`config.mk`:
```
export PLATFORM = sky130hd
export DESIGN_NAME = sdram_cmd_gate
export DESIGN_NICKNAME = d
export VERILOG_FILES = /design/src/rtl/sdc_pkg.sv /design/src/rtl/sdc_timing_lut.sv /design/src/rtl/sdc_bank_track.sv /design/src/rtl/sdc_read_strobe.sv /design/src/rtl/sdram_cmd_gate.sv
export SDC_FILE = /design/constraint.sdc
export NUM_CORES = 1
export LEC_CHECK = 0
export ABC_AREA = 1
export BUFFER_PORTS_ARGS = -buffer_cell sky130_fd_sc_hd__buf_4
export CORE_MARGIN = 10
export CORE_UTILIZATION = 55
export DETAILED_ROUTE_END_ITERATION = 16
export PLACE_DENSITY_LB_ADDON = 0.12
export REMOVE_ABC_BUFFERS = 1
export SKIP_CTS_REPAIR_TIMING = 1
export SYNTH_ARGS = -nofsm -noshare
export SYNTH_HDL_FRONTEND = slang
export SYNTH_SLANG_ARGS = --single-unit
```
`constraint.sdc`:
```
create_clock -name clk -period 6.95 [get_ports clk]
set_input_delay 1.39 -clock clk [delete_from_list [all_inputs] [get_ports clk]]
set_output_delay 1.39 -clock clk [all_outputs]
set_load 0.005 [all_outputs]
```
`src/rtl/sdc_pkg.sv`:
```
package sdc_pkg;

  localparam int TIM_W  = 4;
  localparam int MAX_CL = 3;

  localparam logic [2:0] CMD_NOP = 3'd0;
  localparam logic [2:0] CMD_ACT = 3'd1;
  localparam logic [2:0] CMD_RD  = 3'd2;
  localparam logic [2:0] CMD_WR  = 3'd3;
  localparam logic [2:0] CMD_PRE = 3'd4;

  typedef struct packed {
    logic [TIM_W-1:0] trp;
    logic [TIM_W-1:0] cl;
    logic [TIM_W-1:0] trcd;
    logic [TIM_W-1:0] tras;
    logic [TIM_W-1:0] trc;
  } timing_t;

  function automatic timing_t cat_timing(input logic [1:0] code);
    timing_t t;
    case (code)
      2'b00:   begin t.trp = 4'd2; t.cl = 4'd2; t.trcd = 4'd1; t.tras = 4'd3; t.trc = 4'd4;  end
      2'b01:   begin t.trp = 4'd2; t.cl = 4'd2; t.trcd = 4'd2; t.tras = 4'd5; t.trc = 4'd8;  end
      2'b10:   begin t.trp = 4'd3; t.cl = 4'd3; t.trcd = 4'd3; t.tras = 4'd7; t.trc = 4'd10; end
      default: begin t.trp = 4'd3; t.cl = 4'd3; t.trcd = 4'd3; t.tras = 4'd7; t.trc = 4'd11; end
    endcase
    return t;
  endfunction

endpackage

```
`src/rtl/sdc_timing_lut.sv`:
```
module sdc_timing_lut
  import sdc_pkg::*;
#(
  parameter int NUM_PAIRS = 2
) (
  input  logic [2*NUM_PAIRS-1:0] cfg_cat,
  output timing_t                tim [NUM_PAIRS]
);

  for (genvar p = 0; p < NUM_PAIRS; p++) begin : g_pair
    assign tim[p] = cat_timing(cfg_cat[2*p +: 2]);
  end

endmodule

```
`src/rtl/sdc_bank_track.sv`:
```
module sdc_bank_track
  import sdc_pkg::*;
#(
  parameter int CNT_W = 4,
  parameter int TWR   = 2
) (
  input  logic             clk,
  input  logic             rst_n,
  input  logic [TIM_W-1:0] trp,
  input  logic [TIM_W-1:0] trcd,
  input  logic [TIM_W-1:0] tras,
  input  logic [TIM_W-1:0] trc,
  input  logic             do_act,
  input  logic             do_rd,
  input  logic             do_wr,
  input  logic             do_pre,
  output logic             is_open,
  output logic             act_ok,
  output logic             rdwr_ok,
  output logic             pre_ok
);

  localparam logic [CNT_W-1:0] SAT = {CNT_W{1'b1}};
  localparam logic [CNT_W-1:0] TWR_C = CNT_W'(TWR);

  logic             open_d;
  logic [CNT_W-1:0] act_cnt, act_cnt_d;
  logic [CNT_W-1:0] pre_cnt, pre_cnt_d;
  logic [CNT_W-1:0] wr_cnt,  wr_cnt_d;
  logic             act_en, pre_en, wr_en;

  // counters advance until saturated; an event restarts them at 1
  always_comb begin
    act_en = do_act || (act_cnt != SAT);
    pre_en = do_pre || (pre_cnt != SAT);
    wr_en  = do_wr  || (wr_cnt  != SAT);
    act_cnt_d = do_act ? CNT_W'(1) : act_cnt + CNT_W'(1);
    pre_cnt_d = do_pre ? CNT_W'(1) : pre_cnt + CNT_W'(1);
    wr_cnt_d  = do_wr  ? CNT_W'(1) : wr_cnt  + CNT_W'(1);
    open_d = is_open;
    if (do_act)      open_d = 1'b1;
    else if (do_pre) open_d = 1'b0;
  end

  always_ff @(posedge clk or negedge rst_n) begin
    if (!rst_n) begin
      is_open <= 1'b0;
      act_cnt <= SAT;
      pre_cnt <= SAT;
      wr_cnt  <= SAT;
    end else begin
      is_open <= open_d;
      if (act_en) act_cnt <= act_cnt_d;
      if (pre_en) pre_cnt <= pre_cnt_d;
      if (wr_en)  wr_cnt  <= wr_cnt_d;
    end
  end

  assign act_ok  = (act_cnt >= CNT_W'(trc)) && (pre_cnt >= CNT_W'(trp));
  assign rdwr_ok = (act_cnt >= CNT_W'(trcd));
  assign pre_ok  = (act_cnt >= CNT_W'(tras)) && (wr_cnt >= TWR_C);

  // column and precharge commands reach only an open bank
  a_r7_needs_open: assert property (@(posedge clk) disable iff (!rst_n)
    (do_rd || do_wr || do_pre) |-> is_open);
  // activate reaches only a closed bank and opens it
  a_r2_act_opens: assert property (@(posedge clk) disable iff (!rst_n)
    do_act |-> (!is_open ##1 is_open));
  // precharge closes the bank
  a_r4_pre_closes: assert property (@(posedge clk) disable iff (!rst_n)
    do_pre |=> !is_open);

endmodule

```
`src/rtl/sdc_read_strobe.sv`:
```
module sdc_read_strobe
  import sdc_pkg::*;
(
  input  logic             clk,
  input  logic             rst_n,
  input  logic             rd_fire,
  input  logic [TIM_W-1:0] cl,
  output logic             rd_valid
);

  localparam int SR_W = MAX_CL + 1;

  logic [SR_W-1:0] sr, sr_d;

  always_comb begin
    sr_d = sr >> 1;
    for (int i = 1; i < SR_W; i++) begin
      if (rd_fire && (cl == TIM_W'(i))) sr_d[i] = 1'b1;
    end
  end

  always_ff @(posedge clk or negedge rst_n) begin
    if (!rst_n) sr <= '0;
    else        sr <= sr_d;
  end

  assign rd_valid = sr[0];

  // a strobe needs a read in flight one cycle before
  a_r5_strobe_has_source: assert property (@(posedge clk) disable iff (!rst_n)
    rd_valid |-> $past(sr[1]));

endmodule

```
`src/rtl/sdram_cmd_gate.sv`:
```
module sdram_cmd_gate
  import sdc_pkg::*;
#(
  parameter int NUM_PAIRS = 2,
  parameter int MAX_BANKS = 4,
  parameter int CNT_W     = 4,
  parameter int TWR       = 2,
  localparam int PAIR_W   = $clog2(NUM_PAIRS),
  localparam int BANK_W   = $clog2(MAX_BANKS)
) (
  input  logic                   clk,
  input  logic                   rst_n,
  input  logic [2*NUM_PAIRS-1:0] cfg_cat,
  input  logic [NUM_PAIRS-1:0]   cfg_four_bank,
  input  logic                   req_valid,
  output logic                   req_ready,
  input  logic [2:0]             req_cmd,
  input  logic [BANK_W-1:0]      req_bank,
  input  logic [PAIR_W-1:0]      req_pair,
  output logic [2:0]             iss_cmd,
  output logic [BANK_W-1:0]      iss_bank,
  output logic [PAIR_W-1:0]      iss_pair,
  output logic                   err_pulse,
  output logic                   rd_valid
);

  localparam int TOT   = NUM_PAIRS * MAX_BANKS;
  localparam int IDX_W = PAIR_W + BANK_W;
  localparam int HALF  = MAX_BANKS / 2;

  // reset: asserted at once, released on the clock
  logic [1:0] rst_sync;
  logic       rst_n_s;

  always_ff @(posedge clk or negedge rst_n) begin
    if (!rst_n) rst_sync <= 2'b00;
    else        rst_sync <= {rst_sync[0], 1'b1};
  end
  assign rst_n_s = rst_sync[1];

  timing_t tim [NUM_PAIRS];
  timing_t sel;

  sdc_timing_lut #(.NUM_PAIRS(NUM_PAIRS)) u_lut (
    .cfg_cat (cfg_cat),
    .tim     (tim)
  );

  logic [TOT-1:0] open_v, act_ok_v, rdwr_ok_v, pre_ok_v;
  logic [IDX_W-1:0] idx;
  logic is_act, is_rd, is_wr, is_pre, known;
  logic bad_bank, proto_err, err_raw, tim_ok, fire;

  logic [2:0]        iss_cmd_d;
  logic [BANK_W-1:0] iss_bank_d;
  logic [PAIR_W-1:0] iss_pair_d;
  logic              err_d;

  always_comb begin
    sel    = tim[req_pair];
    idx    = {req_pair, req_bank};
    is_act = (req_cmd == CMD_ACT);
    is_rd  = (req_cmd == CMD_RD);
    is_wr  = (req_cmd == CMD_WR);
    is_pre = (req_cmd == CMD_PRE);
    known  = is_act | is_rd | is_wr | is_pre;

    bad_bank  = !cfg_four_bank[req_pair] && (req_bank >= BANK_W'(HALF));
    proto_err = is_act ? open_v[idx] : (known && !open_v[idx]);
    err_raw   = known && (bad_bank || proto_err);

    if (is_act)              tim_ok = act_ok_v[idx];
    else if (is_rd || is_wr) tim_ok = rdwr_ok_v[idx];
    else if (is_pre)         tim_ok = pre_ok_v[idx];
    else                     tim_ok = 1'b1;

    req_ready = !known || err_raw || tim_ok;
    fire      = req_valid && known && !err_raw && tim_ok;

    iss_cmd_d  = fire ? req_cmd  : CMD_NOP;
    iss_bank_d = fire ? req_bank : '0;
    iss_pair_d = fire ? req_pair : '0;
    err_d      = req_valid && err_raw;
  end

  always_ff @(posedge clk or negedge rst_n_s) begin
    if (!rst_n_s) begin
      iss_cmd   <= CMD_NOP;
      iss_bank  <= '0;
      iss_pair  <= '0;
      err_pulse <= 1'b0;
    end else begin
      iss_cmd   <= iss_cmd_d;
      iss_bank  <= iss_bank_d;
      iss_pair  <= iss_pair_d;
      err_pulse <= err_d;
    end
  end

  for (genvar p = 0; p < NUM_PAIRS; p++) begin : g_pair
    for (genvar b = 0; b < MAX_BANKS; b++) begin : g_bank
      localparam int I = p * MAX_BANKS + b;
      logic hit;
      assign hit = fire && (req_pair == PAIR_W'(p)) && (req_bank == BANK_W'(b));

      sdc_bank_track #(.CNT_W(CNT_W), .TWR(TWR)) u_bank (
        .clk     (clk),
        .rst_n   (rst_n_s),
        .trp     (tim[p].trp),
        .trcd    (tim[p].trcd),
        .tras    (tim[p].tras),
        .trc     (tim[p].trc),
        .do_act  (hit && is_act),
        .do_rd   (hit && is_rd),
        .do_wr   (hit && is_wr),
        .do_pre  (hit && is_pre),
        .is_open (open_v[I]),
        .act_ok  (act_ok_v[I]),
        .rdwr_ok (rdwr_ok_v[I]),
        .pre_ok  (pre_ok_v[I])
      );
    end
  end

  sdc_read_strobe u_rd (
    .clk      (clk),
    .rst_n    (rst_n_s),
    .rd_fire  (fire && is_rd),
    .cl       (sel.cl),
    .rd_valid (rd_valid)
  );

  // a held request leaves the pins idle next cycle
  a_r9_held_nop: assert property (@(posedge clk) disable iff (!rst_n_s)
    (req_valid && !req_ready) |=> (iss_cmd == CMD_NOP));
  // a rejected request never coincides with an issued command
  a_r7_err_no_issue: assert property (@(posedge clk) disable iff (!rst_n_s)
    err_pulse |-> (iss_cmd == CMD_NOP));
  // nothing reaches an upper bank of a two-bank pair
  a_r6_bank_limit: assert property (@(posedge clk) disable iff (!rst_n_s)
    ((iss_cmd != CMD_NOP) && !cfg_four_bank[iss_pair]) |-> (iss_bank < BANK_W'(HALF)));

endmodule

```
* Yosys cells after proc, flatten, opt, wreduce, memory -nomap -nowiden
Index checks and enable logic that the tools add are counted. W data, S select, Z words.
Word-level totals: bits in registers 117, input bits 15, output and inout bits 9, logic and storage cells 318
Operators by class: equality and inequality tests 38, reductions and logical operators 104, order comparisons 44, bitwise logic cells 5, mux-type cells 65, add/sub/neg operators 24
Operators by type and width (number):
- $pmux W17 S3 | 2
- $add A4 B1 Y4 const B | 24
- $ge A4 B4 Y1 | 24
- $mux W4 | 24
- $ne A4 B4 Y1 const B | 24
- $logic_and A1 B1 Y1 | 61
- $mux W16 | 3
- $ge A4 B2 Y1 | 8
- $ge A4 B2 Y1 const B | 8
- $mux W1 | 30
- $logic_or A1 B1 Y1 | 28
- $reduce_bool A2 Y1 | 8
- $bmux W1 S3 | 4
- $eq A2 B2 Y1 const B | 4
- $eq A4 B2 Y1 const B | 2
- $eq A2 B1 Y1 const B | 3
- $eq A3 B2 Y1 const B | 2
- $logic_not A2 Y1 | 3
- $eq A4 B1 Y1 const B | 1
- $ge A2 B2 Y1 const B | 2
- $logic_not A1 Y1 | 4
- $lt A3 B4 Y1 const B | 1
- $eq A3 B1 Y1 const B | 1
- $eq A3 B3 Y1 const B | 1
- 6 further kinds | 8

* Logic depth before layout (Yosys ltp)
word-level depth 16, gate-level depth with buffers 20, gate-level depth less buffers 20

* By module
From an unflattened synthesis, not the netlist that was laid out.
Second synthesis, totals: cells, all modules 1390, area total of the unflattened synthesis 10067.2 um^2
Modules (own cells, without submodules):
- sdc_bank_track | area each 1069.8 um^2, times used 8, cells an instance 142
- sdram_cmd_gate | area each 1063.5 um^2, times used 1, cells an instance 189
- sdc_timing_lut | area each 292.8 um^2, times used 1, cells an instance 48
- sdc_read_strobe | area each 152.6 um^2, times used 1, cells an instance 17

* Worst setup path after synthesis
OpenSTA, ideal clock, no wires.
path kind input port to output port, start input cfg_cat[3], end output req_ready, stages on the path 15, data required time 5.560 ns, slack 2.416 ns, arrival time 3.144 ns, buffers on the path 0, cells stage by stage nor2_1 inv_1 ha_1 nand2_1 inv_1 nand3_1 nand3_1 nand2_1 nand2_1 nand2_1 nor2_1 nand2_1 nand3_1 nand2_1 nand2_1
Between the ends: cells in the longest elaborated chain, start to end 10, elaborated cells on any way between the ends 38, classes of those cells order compare: 16; eq/ne: 2; mux: 10; reduce/logical: 10
Ends and longest elaborated chain:
- from (decl) | RTL line sdram_cmd_gate.sv:13 | input logic [2*NUM_PAIRS-1:0] cfg_cat,
- $eq A2 B2 Y1 (tied with other cells) | RTL line sdc_pkg.sv:22 | case (code)
- $pmux W17 S3 * | RTL line sdc_pkg.sv:22
- $ge A4 B4 Y1 | RTL line sdc_bank_track.sv:61 | assign pre_ok = (act_cnt >= CNT_W'(tras)) && (wr_cnt >= TWR_C);
- $logic_and A1 B1 Y1 | RTL line sdc_bank_track.sv:61
- $bmux W1 S3 | RTL line sdram_cmd_gate.sv:74 | else if (is_pre) tim_ok = pre_ok_v[idx];
- $mux W1 (implied by the code) | RTL line sdram_cmd_gate.sv:74
- $mux W1 | RTL line sdram_cmd_gate.sv:74
- $mux W1 | RTL line sdram_cmd_gate.sv:73 | else if (is_rd || is_wr) tim_ok = rdwr_ok_v[idx];
- $mux W1 * | RTL line sdram_cmd_gate.sv:72 | if (is_act) tim_ok = act_ok_v[idx];
- $logic_or A1 B1 Y1 * | RTL line sdram_cmd_gate.sv:77 | req_ready = !known || err_raw || tim_ok;
- to (decl) | RTL line sdram_cmd_gate.sv:16 | output logic req_ready,
Mark *: on every way between the ends. The rest lies on a longest branch, timed or not. The select of a mux whose other input is x is not followed.

* Final worst setup path
Ends and elaborated chain as after synthesis.

==> results summary <==
The number of standard cells in the layout, taps in and fillers out is 1253. The via count normalized by instance count is 5.328. The number of antenna cells inserted came out at 0. The worst setup path is launched from an input pin. Measured against its own limit, the worst slew margin works out to 36.65%.

The half-perimeter wire length after placement is 12790 um. Tracing the worst setup path back leads to its startpoint at cfg_cat[3]. The number of violations of the max-capacitance limit is 0. The total number of vias came out at between 6000 and 7000. The CTS buffer count came out at 17. The number of iterations in the first detailed-routing pass is 6. The overall die width came out at 140.1 um.

The clock latency reported for the late side of the worst-skew pair came out at about 0.42 ns. The share of flip-flops with an asynchronous set or reset after synthesis came out at 100.0%. The number of buffers inserted by port buffering came out at 23.

The origin of the critical flop-to-flop path is g_pair[1].g_bank[3].u_bank.act_cnt[0]$_DFFE_PN1P_. The post-place setup slack is 2.133 ns. The starting utilization of the core area came out at 56.71%. Setup repair after global routing left no endpoint under its margin. The mean routed wirelength per cell is 13.79 um.

The number of global-route vias before repair came out at roughly 6400. The die area is 0.01963 sq mm. The gate count of the mapped netlist came out at just over 1000.

Entering global routing, the biggest net connects 75 pins. Adding up every negative setup slack in the final design gives 0 ns. The net switching power of the design is 1.524 mW. The highest fanout seen on the critical path is 13. The total power density per cell area is 447.5 mW/mm^2. The final setup slack of the worst path is ~2.1 ns. The floorplan row count came out at 43. The clock tree from TritonCTS is done. The fraction of power spent switching nets is 38.43%. The die boundary height came out at ~140 um. The total congestion overflow came out at 0. The final-report hold violation count came out at 0.

The kind of path behind the tightest hold check is reg -> reg. The sequential group share of total power came out at 38.7%. The share of cells above drive strength 1 came out at 15.94%. The number of warnings issued by yosys is 0. The deepest clock path buffer count is 2. The number of H-tree levels is 4.

The core outline area is between 0.01 and 0.015 sq mm. For the final database, setup skew stands at 0.006375 ns. The pin slew with the least headroom to its limit is 0.9502 ns.

The hold slack came out at 0.3443 ns. The filler cells instantiated in the layout total ~1200. The DRC violation count after routing came out at 0. The area overhead of the layout relative to synthesis is 11.74%. The sort of element at the end of the critical path is an output pin. The most frequently used flop master after synthesis is sky130_fd_sc_hd__dfstp_2.

The launch point of the worst hold path is u_rd.sr[1]$_DFF_PN0_. Summed over all layers, the routed wires come to about 17000 um. The portion of the post-synthesis area used by sequential elements came out at just under 40%. The area of the mapped netlist came out at 0.007933 sq mm.

The residual antenna-violating net count after detailed routing is 0. STA puts the critical path data required time at 5.56 ns. A synthesized cell averages 7.724 sq um. Data on the critical path arrives at its endpoint at between 3 and 4 ns. The share of the clock period used by the worst path is 69.42%. The final count of pins violating max slew came out at 0. The clock-pin slew reported for the worst setup and hold paths after clock tree synthesis came out at 0.05 ns. The synthesized design contains about 120 register bits. In the layout the commonest cells are 204 x sky130_fd_sc_hd__nand2_1, 163 x sky130_fd_sc_hd__nor2_1, 134 x sky130_fd_sc_hd__inv_1, 96 x sky130_fd_sc_hd__ha_1, 96 x sky130_fd_sc_hd__dfstp_2.

The fraction of power consumed by combinational cells came out at roughly two fifths. The final weighted congestion in routability-driven placement is 0.8836. Summed over all cells, the static leakage comes to 4.591 nW. The number of synthesized flops with an enable pin is 0. The CTS sink count came out at 117.

The portion of total power attributed to the clock network is 20.9%. The first global-routing pass estimated 29500 um of wire. The initial antenna violation count is 0.

For this run, the top clock speed supported by timing is 0.2073 GHz. The clock root buffer is sky130_fd_sc_hd__clkbuf_16. Counting I/O delays and the setup requirement, the final critical path takes around 4.8 ns. The number of unique standard cell types used by synthesis came out at 32. The flow ran to the end, and the final reports show no timing, DRC or antenna violations. The worst setup path is of the in -> out kind. The internal power consumption came out at 2.442 mW. The number of instances in the placed design came out at 1222.

The library cell used most frequently in the layout, excluding fill and tap cells, is sky130_fd_sc_hd__nand2_1. The overall fraction of global-route tracks in use is between 10% and 20%. In this run, the number of DRC markers left after iteration 0 of detailed routing was 472. The number of nets in the layout is ~1200. The count of boundary I/O pins came out at 24. Setup violations remaining at the end of the flow were counted as 0. The worst ir drop on vdd came out at 0.2351 mV.
[per-stage QoR]
step	power, mW	cell area, sq um	util, %
2_1_floorplan	2.770	7874	-
3_3_place_gp	3.087	8305	59.37
3_5_place_dp	3.147	8305	59.37
4_1_cts	4.001	8864	63.36
5_1_grt	4.387	8864	63.36
6_report	3.967	8864	63.36
[path summary, 6_finish.rpt]
path	end	slack (ns)	depth (start not counted)
max	req_ready	2.13	18
min	u_rd.sr[0]$_DFF_PN0_	0.34	0
max reg2reg	g_pair[0].g_bank[1].u_bank.act_cnt[2]$_DFFE_PN1P_	4.08	13
min reg2reg	u_rd.sr[0]$_DFF_PN0_	0.34	0
max in group asynchronous	g_pair[1].g_bank[3].u_bank.act_cnt[3]$_DFFE_PN1P_	5.40	1
min in group asynchronous	g_pair[1].g_bank[1].u_bank.is_open$_DFFE_PN0P_	0.49	0
[cells in the mapped netlist, drive strengths merged, types with 4 or more instances]
cell type	number	area, sq um
a21oi	45	225.2
buf	6	36.29
clkbuf	6	22.52
dfrtp	21	525.5
dfstp	96	2522
ha	96	1201
inv	138	518.0
mux2i	15	150.1
nand2	205	772.0
nand3	88	445.4
nand3b	4	30.03
nand4	15	93.84
nor2	166	635.6
nor3	10	55.05
o21ai	71	355.3
o21bai	7	52.55
or2	11	68.82
xor2	21	183.9
[sequential cells by signal, indices dropped and copies added (netlist names), 2 cells and up]
register	flops
u_rd.sr	4
g_pair.g_bank.u_bank.is_open	8
g_pair.g_bank.u_bank.pre_cnt	32
rst_sync	2
iss_bank	2
g_pair.g_bank.u_bank.wr_cnt	32
g_pair.g_bank.u_bank.act_cnt	32
iss_cmd	3
[power by group through the flow]
| stage | logic, mW | clock network, mW | registers, mW |
|---|---|---|---|
| floorplan | 1.32 | 0 | 1.45 |
| global placement | 1.55 | 0 | 1.53 |
| detailed placement | 1.61 | 0 | 1.54 |
| CTS | 1.62 | 0.847 | 1.53 |
| global route | 1.91 | 0.879 | 1.59 |
| finish | 1.60 | 0.828 | 1.54 |
[worst max-delay path: stages]
cell and delay (ns):
sky130_fd_sc_hd__buf_4 0.14, sky130_fd_sc_hd__nor2_1 0.10, sky130_fd_sc_hd__buf_4 0.21, sky130_fd_sc_hd__inv_1 0.14, sky130_fd_sc_hd__ha_1 0.31, sky130_fd_sc_hd__nand2_1 0.07, sky130_fd_sc_hd__inv_1 0.05, sky130_fd_sc_hd__nand3_1 0.06
sky130_fd_sc_hd__nand3_1 0.08, sky130_fd_sc_hd__nand2_1 0.06, sky130_fd_sc_hd__nand2_1 0.05, sky130_fd_sc_hd__nand2_1 0.10, sky130_fd_sc_hd__nor2_1 0.05, sky130_fd_sc_hd__nand2_1 0.08, sky130_fd_sc_hd__nand3_1 0.07, sky130_fd_sc_hd__nand2_1 0.18
sky130_fd_sc_hd__nand2_1 0.13, sky130_fd_sc_hd__buf_4 0.16
[layer usage]
metal,routed length [um],up-vias,global-route usage (%)
met5,0,-,0
met2,8376,109,30.51
met3,720,31,3.786
li1,-,3398,-
met4,420,0,7.772
met1,7761,3138,22.06
[final cells by class]
type                    count  area (sq um)  area share [%]
multi-input cells         760          4308           48.60
flip-flops and latches    117          3052           34.43
inverters                 138         518.0           5.844
clock buffers              27         513.0           5.788
well taps                 180         225.2           2.541
repair buffers             27         202.7           2.287
clock inverters             4         45.04          0.5082
[cell families after synthesis]
logic type               share of synthesized area (%)
multiplexers                                     1.893
other                                          0.04727
AND/OR/NAND/NOR                                  26.64
flip-flops                                       38.42
adder cells (fa/ha/maj)                          15.14
buffers and inverters                            7.271
AO/OA/AOI/OAI                                    8.265
XOR/XNOR                                         2.319
Note: power is estimated with default switching activity, not from simulation.
